File: src/rtl/aggr_irq_pkg.sv
package aggr_irq_pkg;

  localparam int NUM_GROUPS = 3;
  localparam int GRP_RX     = 0;
  localparam int GRP_TX     = 1;
  localparam int GRP_MISC   = 2;

  localparam int ADDR_CAUSE = 0;
  localparam int ADDR_MASK  = 1;

  typedef logic [NUM_GROUPS-1:0] grp_vec_t;

  // Summary state after one edge: new events always win over a clear.
  function automatic grp_vec_t cause_next(grp_vec_t held, grp_vec_t events, logic clr);
    grp_vec_t kept;
    kept = clr ? '0 : held;
    return kept | events;
  endfunction

  // Interrupt request from latched causes and mask (1 blocks).
  function automatic logic irq_of(grp_vec_t held, grp_vec_t blk);
    return |(held & ~blk);
  endfunction

endpackage

File: src/rtl/aggr_cause_latch.sv
module aggr_cause_latch
  import aggr_irq_pkg::*;
(
  input  logic     clk,
  input  logic     rst_n,
  input  grp_vec_t grp_in,
  input  logic     rd_clr,
  output grp_vec_t cause_q
);

  grp_vec_t cause_d;

  always_comb cause_d = cause_next(cause_q, grp_in, rd_clr);

  for (genvar g = 0; g < NUM_GROUPS; g++) begin : g_bit
    always_ff @(posedge clk) begin
      if (!rst_n) cause_q[g] <= 1'b0;
      else        cause_q[g] <= cause_d[g];
    end
  end


  sticky_hold_chk: assert property (@(posedge clk) disable iff (!rst_n)
    !rd_clr |=> ((cause_q & $past(cause_q)) == $past(cause_q)));


  cleared_after_read_chk: assert property (@(posedge clk) disable iff (!rst_n)
    rd_clr |=> ((cause_q & ~$past(grp_in)) == '0));


  no_event_lost_chk: assert property (@(posedge clk) disable iff (!rst_n)
    (grp_in != '0) |=> ((cause_q & $past(grp_in)) == $past(grp_in)));

endmodule

File: src/rtl/aggr_mask_reg.sv
module aggr_mask_reg
  import aggr_irq_pkg::*;
(
  input  logic     clk,
  input  logic     rst_n,
  input  logic     wr_en,
  input  grp_vec_t wr_val,
  output grp_vec_t mask_q
);

  for (genvar g = 0; g < NUM_GROUPS; g++) begin : g_bit
    always_ff @(posedge clk) begin
      if (!rst_n)     mask_q[g] <= 1'b1;
      else if (wr_en) mask_q[g] <= wr_val[g];
    end
  end


  mask_hold_chk: assert property (@(posedge clk) disable iff (!rst_n)
    !wr_en |=> $stable(mask_q));

endmodule

File: src/rtl/aggr_read_port.sv
module aggr_read_port
  import aggr_irq_pkg::*;
#(
  parameter int DATA_W = 32,
  parameter int ADDR_W = 2
) (
  input  logic              clk,
  input  logic              rst_n,
  input  logic              rd_en,
  input  logic [ADDR_W-1:0] addr,
  input  grp_vec_t          cause,
  input  grp_vec_t          mask,
  output logic [DATA_W-1:0] rdata
);

  logic [DATA_W-1:0] sel;

  always_comb begin
    sel = '0;
    if (addr == ADDR_W'(ADDR_CAUSE))     sel[NUM_GROUPS-1:0] = cause;
    else if (addr == ADDR_W'(ADDR_MASK)) sel[NUM_GROUPS-1:0] = mask;
  end

  always_ff @(posedge clk) begin
    if (!rst_n)     rdata <= '0;
    else if (rd_en) rdata <= sel;
  end

endmodule

File: src/rtl/aggr_irq_summary.sv
module aggr_irq_summary
  import aggr_irq_pkg::*;
#(
  parameter int DATA_W = 32,
  parameter int ADDR_W = 2
) (
  input  logic                  clk,
  input  logic                  rst_n,
  input  logic                  reg_wr,
  input  logic                  reg_rd,
  input  logic [ADDR_W-1:0]     reg_addr,
  input  logic [DATA_W-1:0]     reg_wdata,
  output logic [DATA_W-1:0]     reg_rdata,
  input  logic [NUM_GROUPS-1:0] grp_pending,
  output logic                  irq_out
);

  logic     rd_cause_ev;
  logic     wr_mask_ev;
  grp_vec_t cause_q;
  grp_vec_t mask_q;
  logic     unused_wdata_hi;

  assign rd_cause_ev     = reg_rd && (reg_addr == ADDR_W'(ADDR_CAUSE));
  assign wr_mask_ev      = reg_wr && (reg_addr == ADDR_W'(ADDR_MASK));
  assign unused_wdata_hi = ^reg_wdata[DATA_W-1:NUM_GROUPS];

  aggr_cause_latch u_cause (
    .clk     (clk),
    .rst_n   (rst_n),
    .grp_in  (grp_pending),
    .rd_clr  (rd_cause_ev),
    .cause_q (cause_q)
  );

  aggr_mask_reg u_mask (
    .clk    (clk),
    .rst_n  (rst_n),
    .wr_en  (wr_mask_ev),
    .wr_val (reg_wdata[NUM_GROUPS-1:0]),
    .mask_q (mask_q)
  );

  aggr_read_port #(.DATA_W(DATA_W), .ADDR_W(ADDR_W)) u_rd (
    .clk   (clk),
    .rst_n (rst_n),
    .rd_en (reg_rd),
    .addr  (reg_addr),
    .cause (cause_q),
    .mask  (mask_q),
    .rdata (reg_rdata)
  );

  assign irq_out = irq_of(cause_q, mask_q);


  closed_mask_quiet_chk: assert property (@(posedge clk) disable iff (!rst_n)
    (&mask_q) |-> !irq_out);


  upper_bits_zero_chk: assert property (@(posedge clk) disable iff (!rst_n)
    reg_rdata[DATA_W-1:NUM_GROUPS] == '0);


  low_byte_not_ones_chk: assert property (@(posedge clk) disable iff (!rst_n)
    reg_rdata[7:0] != 8'hFF);


  read_snapshot_chk: assert property (@(posedge clk) disable iff (!rst_n)
    rd_cause_ev |=> (reg_rdata[NUM_GROUPS-1:0] == $past(cause_q)));

endmodule

File: config.mk
export PLATFORM = sky130hd
export DESIGN_NAME = aggr_irq_summary
export DESIGN_NICKNAME = d
export VERILOG_FILES = /design/src/rtl/aggr_irq_pkg.sv /design/src/rtl/aggr_cause_latch.sv /design/src/rtl/aggr_mask_reg.sv /design/src/rtl/aggr_read_port.sv /design/src/rtl/aggr_irq_summary.sv
export SDC_FILE = /design/constraint.sdc
export NUM_CORES = 1
export LEC_CHECK = 0
export ABC_CLOCK_PERIOD_IN_PS = 1100
export BUFFER_PORTS_ARGS = -buffer_cell sky130_fd_sc_hd__clkbuf_2
export CAP_MARGIN = 20
export CORE_UTILIZATION = 32
export CTS_CLUSTER_SIZE = 16
export DETAILED_ROUTE_END_ITERATION = 12
export PLACE_DENSITY = 0.78
export SYNTH_ARGS = -nofsm -noshare
export SYNTH_HDL_FRONTEND = slang
export SYNTH_SLANG_ARGS = --single-unit
File: constraint.sdc
create_clock -name clk -period 1.1 [get_ports clk]
set_clock_uncertainty 0.2 [all_clocks]
set_input_delay 0.11 -clock clk [delete_from_list [all_inputs] [get_ports clk]]
set_output_delay 0.11 -clock clk [all_outputs]
set_load 0.05 [all_outputs]
==> reports/metrics.csv, run 1 <==
stage,metric,value,unit
final_layout,fill cell count,187,
worst_setup_path,Reg2Reg Depth,3,
drt,wl on met1,545,um
worst_setup_path,Worst Path Max Fanout,2,
power_and_ir_drop,combinational share of power,0.390,
sta,RSZ-0062 raised after global routing,yes,
global_route,initial antenna violation count,0,
synth,Compound-Gate Fraction of Synth Area,0.143,
clock_tree,Worst-path clk slew,0.06,ns
place,HPWL Detailed,864,um
synth,simple-gate share of the synthesized area,0.125,
drt,vias,501,
final_layout,synthesis-to-finish area growth,30.8,%
run_status,status,finished with violations,
min_path,WHS Path Cells,3,
drt,DR iter-0 viols,3,
synth,#FFs+latches synth,9,
clock_tree,H-tree depth,1,
synth,Netlist cell types,17,
final_layout,Non-Filler Instances,126,
global_route,Congestion Overflow GR,0,
clock_tree,total clock sinks,9,
clock_tree,Worst-Skew Late Latency,0.26,ns
global_route,vias in the first global route,418,
synth,asr flop ratio synth,0,
synth,Synth area leaders,"buf_4 (35%), dfxtp_1 (29%), mux2i_1 (4.8%), nand4b_1 (4.2%), o2bb2ai_1 (4.2%)",
worst_setup_path,CP endpoint kind,output port,
global_route,largest net degree at the start of global routing,11,
sta,fin crit share,1.34,
sta,Fin. Hold Viols,4,
synth,"Primary FF master, synth",dfxtp_1,
sta,"Slew Viols, Final",0,
power_and_ir_drop,Clk pwr share,0.256,
die,Chip Width,46.0,um
synth,synth cell count leaders,"buf_4 (29), dfxtp_1 (9)",
place,Port Buffers,15,
place,placed cell areas,642,um2
clock_tree,CTS tree,built,
drt,Antenna Nets Post-Route,0,
clock_tree,CTS max path bufs,2,
die,Starting Density,0.352,
run_status,failing checks,"hold timing, setup timing",
drt,Total Wirelength,1180,um
worst_setup_path,R2R Setup Slk,0.09,ns
power_and_ir_drop,part of the power in registers,0.354,
drt,Avg WL per Cell,9.40,um
die,die span in y,46.0,um
synth,Synth Instances,70,
global_route,GRT Total Usage,0.140,
worst_setup_path,Startpoint Class,flop,
power_and_ir_drop,maximum VDD drop,471,uV
min_path,end of the worst hold path,u_mask.mask_q[0]$_SDFFE_PN1P_,
final_layout,# diodes,0,
drt,routed length on met2,541,um
final_layout,post-layout instance area,812,um2
clock_tree,number of buffers created by CTS,3,
min_path,hold path start,reg_wr,
place,routability cong.,0.774,
synth,Synth area leader,buf_4,
synth,mux cell area share after synthesis,0.0484,
die,site row count,15,
power_and_ir_drop,Pleak,0.000422,uW
synth,main combinational cell family by area after synthesis,buffers and inverters,
drt,DRC Markers,0,
place,placed cells,113,
power_and_ir_drop,internal power,587,uW
drt,Top Metal Used,met4,
worst_setup_path,worst flop-to-flop path startpoint,u_cause.cause_q[0]$_SDFF_PN0_,
synth,Mapped Area,621,um2
synth,post-synthesis area per instance,8.87,um2
synth,"count leader, synth",buf_4,
die,CORE AREA,1760,um2
worst_setup_path,Worst EP required,0.79,ns
synth,post-synthesis xor/xnor area fraction,0,
sta,Peak Freq,678,MHz
synth,sequential fraction of the synthesis area,0.290,
place,pre-CTS WS,-0.161,ns
die,I/O pin cnt,74,
sta,Tmin final,1.47,ns
final_layout,share of cells above drive strength 1,0.327,
clock_tree,root buffer cell,clkbuf_4,
min_path,min-delay worst type,primary input to flop,
drt,DR pass1 iterations,2,
power_and_ir_drop,power density over the cells,1260,nW/um2
job,Max-cap violations,0,
final_layout,Nets,143,
drt,WL met3,82,um
sta,final setup fails,1,
sta,Hold WS,-0.0237,ns
synth,number of synthesized flops with an enable pin,0,
power_and_ir_drop,Switching Share,0.426,
global_route,global-route wire length before repair,1950,um
die,die area,2120,um2
power_and_ir_drop,Psw,436,uW
sta,Setup WS post-layout,-0.375,ns
drt,vias per cell,3.98,
synth,Synth top area share,0.351,
worst_setup_path,CP startpoint,u_cause.cause_q[0]$_SDFF_PN0_,
synth,Ys Warns,0,
worst_setup_path,RR Endpoint,u_rd.rdata[0]$_SDFFE_PN0P_,
worst_setup_path,"Data arrival, critical path",1.16,ns
synth,adder-cell share of the synthesized area,0,
worst_setup_path,Setup CP Type,flop to output port,
## registers in the layout, indices dropped and copies added, names as in the netlist
register,flops
u_cause.cause_q,3
u_mask.mask_q,3
u_rd.rdata,3
## power by group through the flow
stage | Combinational, uW | Sequential [uW] | Clock, uW
CTS | 395 | 360 | 267
global placement | 346 | 363 | 0
global route | 424 | 364 | 286
floorplan | 354 | 382 | 0
detailed placement | 350 | 365 | 0
finish | 399 | 362 | 261
## final cells by class
type                       instances  area [um2]  share of cell area
multi-input combinational         56         313               0.385
timing repair buffer              29         243               0.299
sequential                         9         188               0.231
tap                               25        31.3              0.0385
clock buffer                       4        26.3              0.0324
inverter                           3        11.3              0.0139
## metrics by stage
| step | util | total power [uW] | setup TNS (ns) | hold slack [ns] |
|---|---|---|---|---|
| 6_report | 0.460 | 1020 | -0.375 | -0.0237 |
| 5_1_grt | 0.460 | 1070 | -0.407 | 0.00803 |
| 4_1_cts | 0.464 | 1020 | -0.388 | -0.00827 |
| 3_5_place_dp | 0.364 | 714 | -0.161 | 0.190 |
| 3_3_place_gp | 0.364 | 709 | -0.144 | 0.183 |
| 2_1_floorplan | - | 736 | -0.0407 | -0.00113 |
## worst max-delay path by stage
| stage | to | slack [ns] | depth (start not counted) |
|---|---|---|---|
| after floorplan | irq_out | -0.04 | 2 |
| final | irq_out | -0.37 | 3 |
| after CTS | irq_out | -0.39 | 3 |
| after global placement | irq_out | -0.14 | 3 |
| after detailed placement | irq_out | -0.16 | 3 |
| after global routing | irq_out | -0.41 | 3 |
## critical path, stage by stage, from the launching register on
cell and delay, ns:
dfxtp_2 0.32, nor2b_1 0.12, a221o_2 0.31, buf_8 0.15
## timing repair
item	4_1_cts	5_1_grt
setup endpoints to repair	4	11
gates resized for setup	14	7
pin swaps	0	4
endpoints found under the hold margin	9	1
hold buffers	10	1
setup buffers	1	1
## metal layers
metal  vias to the layer above  global-route usage
met5                         -                   0
met4                         0               0.106
met3                         2              0.0397
met2                        25               0.186
met1                       228               0.186
li1                        246                   -
## cell families after synthesis
kind of cell	after synthesis
AO/OA/AOI/OAI	13
buffers and inverters	33
flip-flops	9
multiplexers	3
other	1
AND/OR/NAND/NOR	11
## cell usage in the layout, fill, tap and decap left out
master           n
nand3b_1         1
o2bb2ai_1        2
a221o_2          1
o211ai_1         3
clkbuf_4         3
clkbuf_1         1
a21oi_1          3
dlygate4sd3_1    7
clkbuf_2        11
o21ai_0          2
mux2i_1          3
and3b_4          1
dfxtp_2          6
nand4b_1         3
nor2b_1          2
and2b_1          1
buf_4            6
o2bb2ai_2        1
buf_8            4
conb_1          29
nor2_1           3
inv_1            3
dlymetal6s4s_1   1
o21ai_1          1
dfxtp_1          3
No activity file was read; power rests on OpenSTA's default activity.
==> run 2: changes to the inputs <==
Settings changed: CELL_PAD_IN_SITES_DETAIL_PLACEMENT set to 0, CELL_PAD_IN_SITES_GLOBAL_PLACEMENT set to 1, CORE_ASPECT_RATIO set to 1.75, CORE_UTILIZATION 32 to 20, SETUP_SLACK_MARGIN set to 0.4.
==> run 2 against run 1 <==
- the flow finishes with violations (DRC, hold timing, setup timing)
- die area up 58%
- first-iteration DRC count increased to 4.3 times the previous value
- design area grew 4.9%
- wire length up 4.2%
- critical path type unchanged
- largest power group unchanged
==> reports/metrics.csv, run 2 (synthesis results as in run 1) <==
stage,metric,value,unit
power_and_ir_drop,Power Total,1160,uW
power_and_ir_drop,Pleak,0.000409,uW
final_layout,"most common cell after layout, fill and taps aside",conb_1,
worst_setup_path,crit path buf inv count,1,
drt,Avg WL per Cell,10.0,um
drt,DR iter-0 viols,13,
drt,vias,482,
sta,fin crit share,1.31,
place,Port Buffers,15,
place,pre-CTS WS,-0.149,ns
run_status,failing checks,"DRC, hold timing, setup timing",
clock_tree,root buffer cell,clkbuf_8,
worst_setup_path,critical path's largest stage delay,0.31,ns
drt,vias per cell,3.92,
clock_tree,Worst-path clk slew,0.04,ns
sta,Fin. Hold Viols,6,
final_layout,# diodes,0,
final_layout,Layout Utilization,0.291,
global_route,vias in the first global route,408,
worst_setup_path,"Data arrival, critical path",1.13,ns
final_layout,post-layout instance area,852,um2
final_layout,Nets,137,
drt,Antenna Nets Post-Route,0,
final_layout,fill cell count,320,
clock_tree,total clock sinks,9,
worst_setup_path,Worst Path Max Fanout,2,
sta,Setup WS post-layout,-0.338,ns
final_layout,share of cells above drive strength 1,0.474,
power_and_ir_drop,maximum VDD drop,467,uV
clock_tree,number of buffers created by CTS,3,
sta,Tmin final,1.44,ns
die,CORE AREA,2930,um2
place,routability cong.,0.768,
final_layout,"commonest cells after routing, fill and taps aside","conb_1 (29), clkbuf_2 (11), buf_6 (6), dfxtp_2 (6)",
die,I/O pin cnt,74,
die,site row count,26,
clock_tree,Worst-Skew Late Latency,0.23,ns
run_status,status,finished with violations,
global_route,initial antenna violation count,0,
worst_setup_path,CP max stage cell,dfxtp_2,
worst_setup_path,Setup CP Type,flop to output port,
worst_setup_path,CP endpoint kind,output port,
place,HPWL Detailed,933,um
global_route,GRT Total Usage,0.0757,
die,die area,3340,um2
global_route,global-route wire length before repair,1730,um
worst_setup_path,crit path cell chain,nor2b_1 > a221o_2 > buf_8,
drt,DRC Markers,1,
worst_setup_path,top cell family by delay on the critical path,flip-flops,
final_layout,Largest regs,"u_cause.cause_q: 3 flops, u_mask.mask_q: 3 flops, u_rd.rdata: 3 flops",
clock_tree,H-tree depth,1,
job,Max-cap violations,0,
sta,final setup fails,1,
clock_tree,CTS max path bufs,2,
final_layout,synthesis-to-finish area growth,37.3,%
min_path,min-delay worst type,primary input to flop,
die,die span in y,75.7,um
drt,DR pass1 iterations,9,
global_route,largest net degree at the start of global routing,11,
sta,Peak Freq,695,MHz
power_and_ir_drop,power density over the cells,1360,nW/um2
global_route,Congestion Overflow GR,0,
clock_tree,CTS tree,built,
worst_setup_path,Startpoint Class,flop,
sta,"Slew Viols, Final",0,
sta,RSZ-0062 raised after global routing,yes,
worst_setup_path,Worst EP required,0.79,ns
place,placed cell areas,657,um2
sta,Hold WS,-0.0438,ns
worst_setup_path,R2R Setup Slk,0.03,ns
die,Chip Width,44.1,um
drt,Total Wirelength,1230,um
die,Starting Density,0.212,
run 2: what timing repair did:
| action | CTS | global route |
|---|---|---|
| pin swaps | 6 | 3 |
| buffers inserted | 1 | 2 |
| hold endpoints to repair | 7 | 5 |
| setup endpoints to repair | 13 | 13 |
| gates cloned | 0 | 0 |
| gates resized for setup | 29 | 5 |
run 2: through the flow:
stage / setup TNS, ns / cells / hold slack, ns
floorplan: -0.0407 / 98 / -0.00113
global placement: -0.148 / 116 / 0.188
detailed placement: -0.149 / 116 / 0.190
CTS: -0.343 / 121 / -0.0466
global route: -0.374 / 123 / -0.0262
finish: -0.338 / 123 / -0.0438
run 2: layer usage:
metal	routed length, um	vias up	GRT usage	share of wire
li1	-	230	-	-
met1	448	214	0.0761	0.36
met2	647	34	0.121	0.52
met3	99	4	0.0308	0.080
met4	38	0	0.0606	0.031
met5	0	-	0	0
run 2: path summary, 6_finish.rpt:
path | startpoint | to | cells after the start
worst max-delay path | u_cause.cause_q[0]$_SDFF_PN0_ | irq_out | 3
worst min-delay path | grp_pending[1] | u_cause.cause_q[1]$_SDFF_PN0_ | 3
worst max register to register | u_cause.cause_q[0]$_SDFF_PN0_ | u_rd.rdata[0]$_SDFFE_PN0P_ | 4
worst min register to register | u_rd.rdata[2]$_SDFFE_PN0P_ | u_rd.rdata[2]$_SDFFE_PN0P_ | 1
run 2: area by class of cell:
cell class | instances | area, um2 | share of cell area
flip-flops and latches | 9 | 199 | 0.233
inverters | 3 | 11.3 | 0.0132
multi-input cells | 56 | 334 | 0.392
well taps | 28 | 35.0 | 0.0411
clock buffers | 4 | 45.0 | 0.0529
repair buffers | 23 | 228 | 0.267
run 2: power breakdown:
| part | internal [uW] | switching (uW) |
|---|---|---|
| clock | 252 | 128 |
| combinational | 109 | 309 |
| sequential | 347 | 14.3 |
| total | 709 | 452 |
run 2: worst register-to-register path, stage by stage (launching register included):
cell and delay (ns):
dfxtp_2 0.31, buf_4 0.12, buf_6 0.11, mux2i_1 0.14, o2bb2ai_1 0.07
==> run 3: changes to the inputs <==
Settings changed: REMOVE_ABC_BUFFERS set to 1.
==> run 3 against run 2 <==
- the flow still finishes with violations (DRC, hold timing, setup timing)
- sequential power up 1%
- register-to-register slack about the same
- largest power group unchanged
- via count up 1.5%
- total power down 0.46%
- worst setup slack better by 0.029 ns
==> reports/metrics.csv, run 3 (synthesis results as in run 1) <==
stage,metric,value,unit
worst_setup_path,crit path cell chain,nor2b_4 > a221o_1 > buf_8,
power_and_ir_drop,maximum VDD drop,397,uV
final_layout,register area,194,um2
final_layout,fill cell count,306,
drt,vias per cell,4.01,
final_layout,synthesis-to-finish area growth,35.3,%
place,placed cell areas,644,um2
worst_setup_path,Worst Path Max Fanout,2,
clock_tree,Worst-path clk slew,0.04,ns
final_layout,# diodes,0,
worst_setup_path,CP endpoint kind,output port,
final_layout,post-layout instance area,840,um2
final_layout,area of the multi-input gates,332,um2
drt,Antenna Nets Post-Route,0,
drt,Total Wirelength,1200,um
drt,DR pass1 iterations,10,
sta,Tmin final,1.41,ns
power_and_ir_drop,power density over the cells,1380,nW/um2
final_layout,"most common cell after layout, fill and taps aside",conb_1,
die,die area,3340,um2
sta,fin crit share,1.28,
die,site row count,26,
drt,DRC Markers,6,
clock_tree,root buffer cell,clkbuf_8,
clock_tree,H-tree depth,1,
die,I/O pin cnt,74,
sta,Setup WS post-layout,-0.309,ns
power_and_ir_drop,Psw,445,uW
worst_setup_path,Reg2Reg Depth,4,
global_route,initial antenna violation count,0,
worst_setup_path,crit path buf inv count,1,
die,Chip Width,44.1,um
job,Max-cap violations,0,
sta,"Slew Viols, Final",0,
clock_tree,total clock sinks,9,
worst_setup_path,R2R Setup Slk,0.04,ns
power_and_ir_drop,Switching Share,0.386,
sta,final setup fails,1,
worst_setup_path,Startpoint Class,flop,
run_status,failing checks,"DRC, hold timing, setup timing",
place,Port Buffers,15,
power_and_ir_drop,combinational share of power,0.357,
power_and_ir_drop,internal power,710,uW
final_layout,Nets,136,
min_path,min-delay worst type,primary input to flop,
sta,Hold WS,-0.0480,ns
die,CORE AREA,2930,um2
power_and_ir_drop,part of the power in registers,0.318,
run_status,status,finished with violations,
global_route,GRT Total Usage,0.0792,
clock_tree,CTS tree,built,
worst_setup_path,CP max stage cell,dfxtp_2,
die,die span in y,75.7,um
global_route,largest net degree at the start of global routing,11,
die,Starting Density,0.212,
clock_tree,CTS max path bufs,2,
final_layout,Largest regs,"u_cause.cause_q: 3 flops, u_mask.mask_q: 3 flops, u_rd.rdata: 3 flops",
global_route,global-route wire length before repair,1820,um
worst_setup_path,critical path depth,3,
clock_tree,number of buffers created by CTS,3,
sta,RSZ-0062 raised after global routing,yes,
drt,vias,489,
global_route,vias in the first global route,400,
power_and_ir_drop,Pleak,0.000403,uW
worst_setup_path,Worst EP required,0.79,ns
power_and_ir_drop,Power Total,1160,uW
drt,Avg WL per Cell,9.84,um
drt,DR iter-0 viols,14,
final_layout,"commonest cells after routing, fill and taps aside","conb_1 (29), clkbuf_2 (10), dfxtp_2 (8)",
power_and_ir_drop,Clk pwr share,0.326,
clock_tree,Worst-Skew Late Latency,0.23,ns
worst_setup_path,"Data arrival, critical path",1.10,ns
worst_setup_path,Setup CP Type,flop to output port,
worst_setup_path,top cell family by delay on the critical path,flip-flops,
place,routability cong.,0.693,
worst_setup_path,critical path's largest stage delay,0.31,ns
sta,Peak Freq,710,MHz
global_route,Congestion Overflow GR,0,
sta,Fin. Hold Viols,5,
min_path,WHS Path Cells,3,
final_layout,share of cells above drive strength 1,0.468,
## run 3: changes by cell type in the layout (fill, tap and decap cells not counted)
cell / delta
a221o_1: +1
a21oi_2: -1
dfxtp_4: -2
clkbuf_4: +1
a221o_2: -1
nor2b_4: +1
clkbuf_2: -1
mux2i_1: -1
dfxtp_2: +2
nor2b_1: -1
mux2i_4: -1
mux2i_2: +2
buf_4: -1
a21oi_1: +1
## run 3: path summary, 6_finish.rpt
path,to,start
max,irq_out,u_cause.cause_q[0]$_SDFF_PN0_
min,u_cause.cause_q[0]$_SDFF_PN0_,grp_pending[0]
max reg2reg,u_rd.rdata[0]$_SDFFE_PN0P_,u_cause.cause_q[0]$_SDFF_PN0_
min reg2reg,u_rd.rdata[1]$_SDFFE_PN0P_,u_rd.rdata[1]$_SDFFE_PN0P_
## run 3: timing repair
action                                  4_1_cts  5_1_grt
gates resized for setup                      33        9
pin swaps                                     6        4
endpoints found under the hold margin         6        4
endpoints found under the setup margin       13       13
setup buffers                                 1        1
## run 3: cell type report
cell class	instances	area share
Sequential cell	9	0.231
Tap cell	28	0.0417
Inverter	3	0.0134
Timing Repair Buffer	22	0.265
Clock buffer	4	0.0537
Multi-Input combinational cell	56	0.395
## run 3: power by group through the flow
stage	Clock, uW	Sequential [uW]	Combinational, uW
floorplan	0	382	264
global placement	0	362	350
detailed placement	0	363	352
CTS	389	367	395
global route	414	368	432
finish	376	367	412
## run 3: stage by stage
step | util | std cells | worst slack, ns | hold WS [ns] | TNS [ns]
2_1_floorplan | - | 68 | -0.0737 | -0.00113 | -0.0737
3_3_place_gp | 0.220 | 116 | -0.118 | 0.191 | -0.118
3_5_place_dp | 0.220 | 116 | -0.126 | 0.194 | -0.126
4_1_cts | 0.276 | 121 | -0.318 | -0.0436 | -0.318
5_1_grt | 0.287 | 122 | -0.347 | -0.0366 | -0.347
6_report | 0.287 | 122 | -0.309 | -0.0480 | -0.309
## run 3: layer usage
| metal | share of wire | global-route usage |
|---|---|---|
| met5 | 0 | 0 |
| met4 | 0.026 | 0.0606 |
| met3 | 0.090 | 0.0308 |
| met2 | 0.47 | 0.124 |
| met1 | 0.42 | 0.0838 |
## run 3: worst min-delay path: cells and delay by family
family,cells,cell delay (ns)
AOI/OAI and AO/OA,2,0.14
buffers and inverters,1,0.09
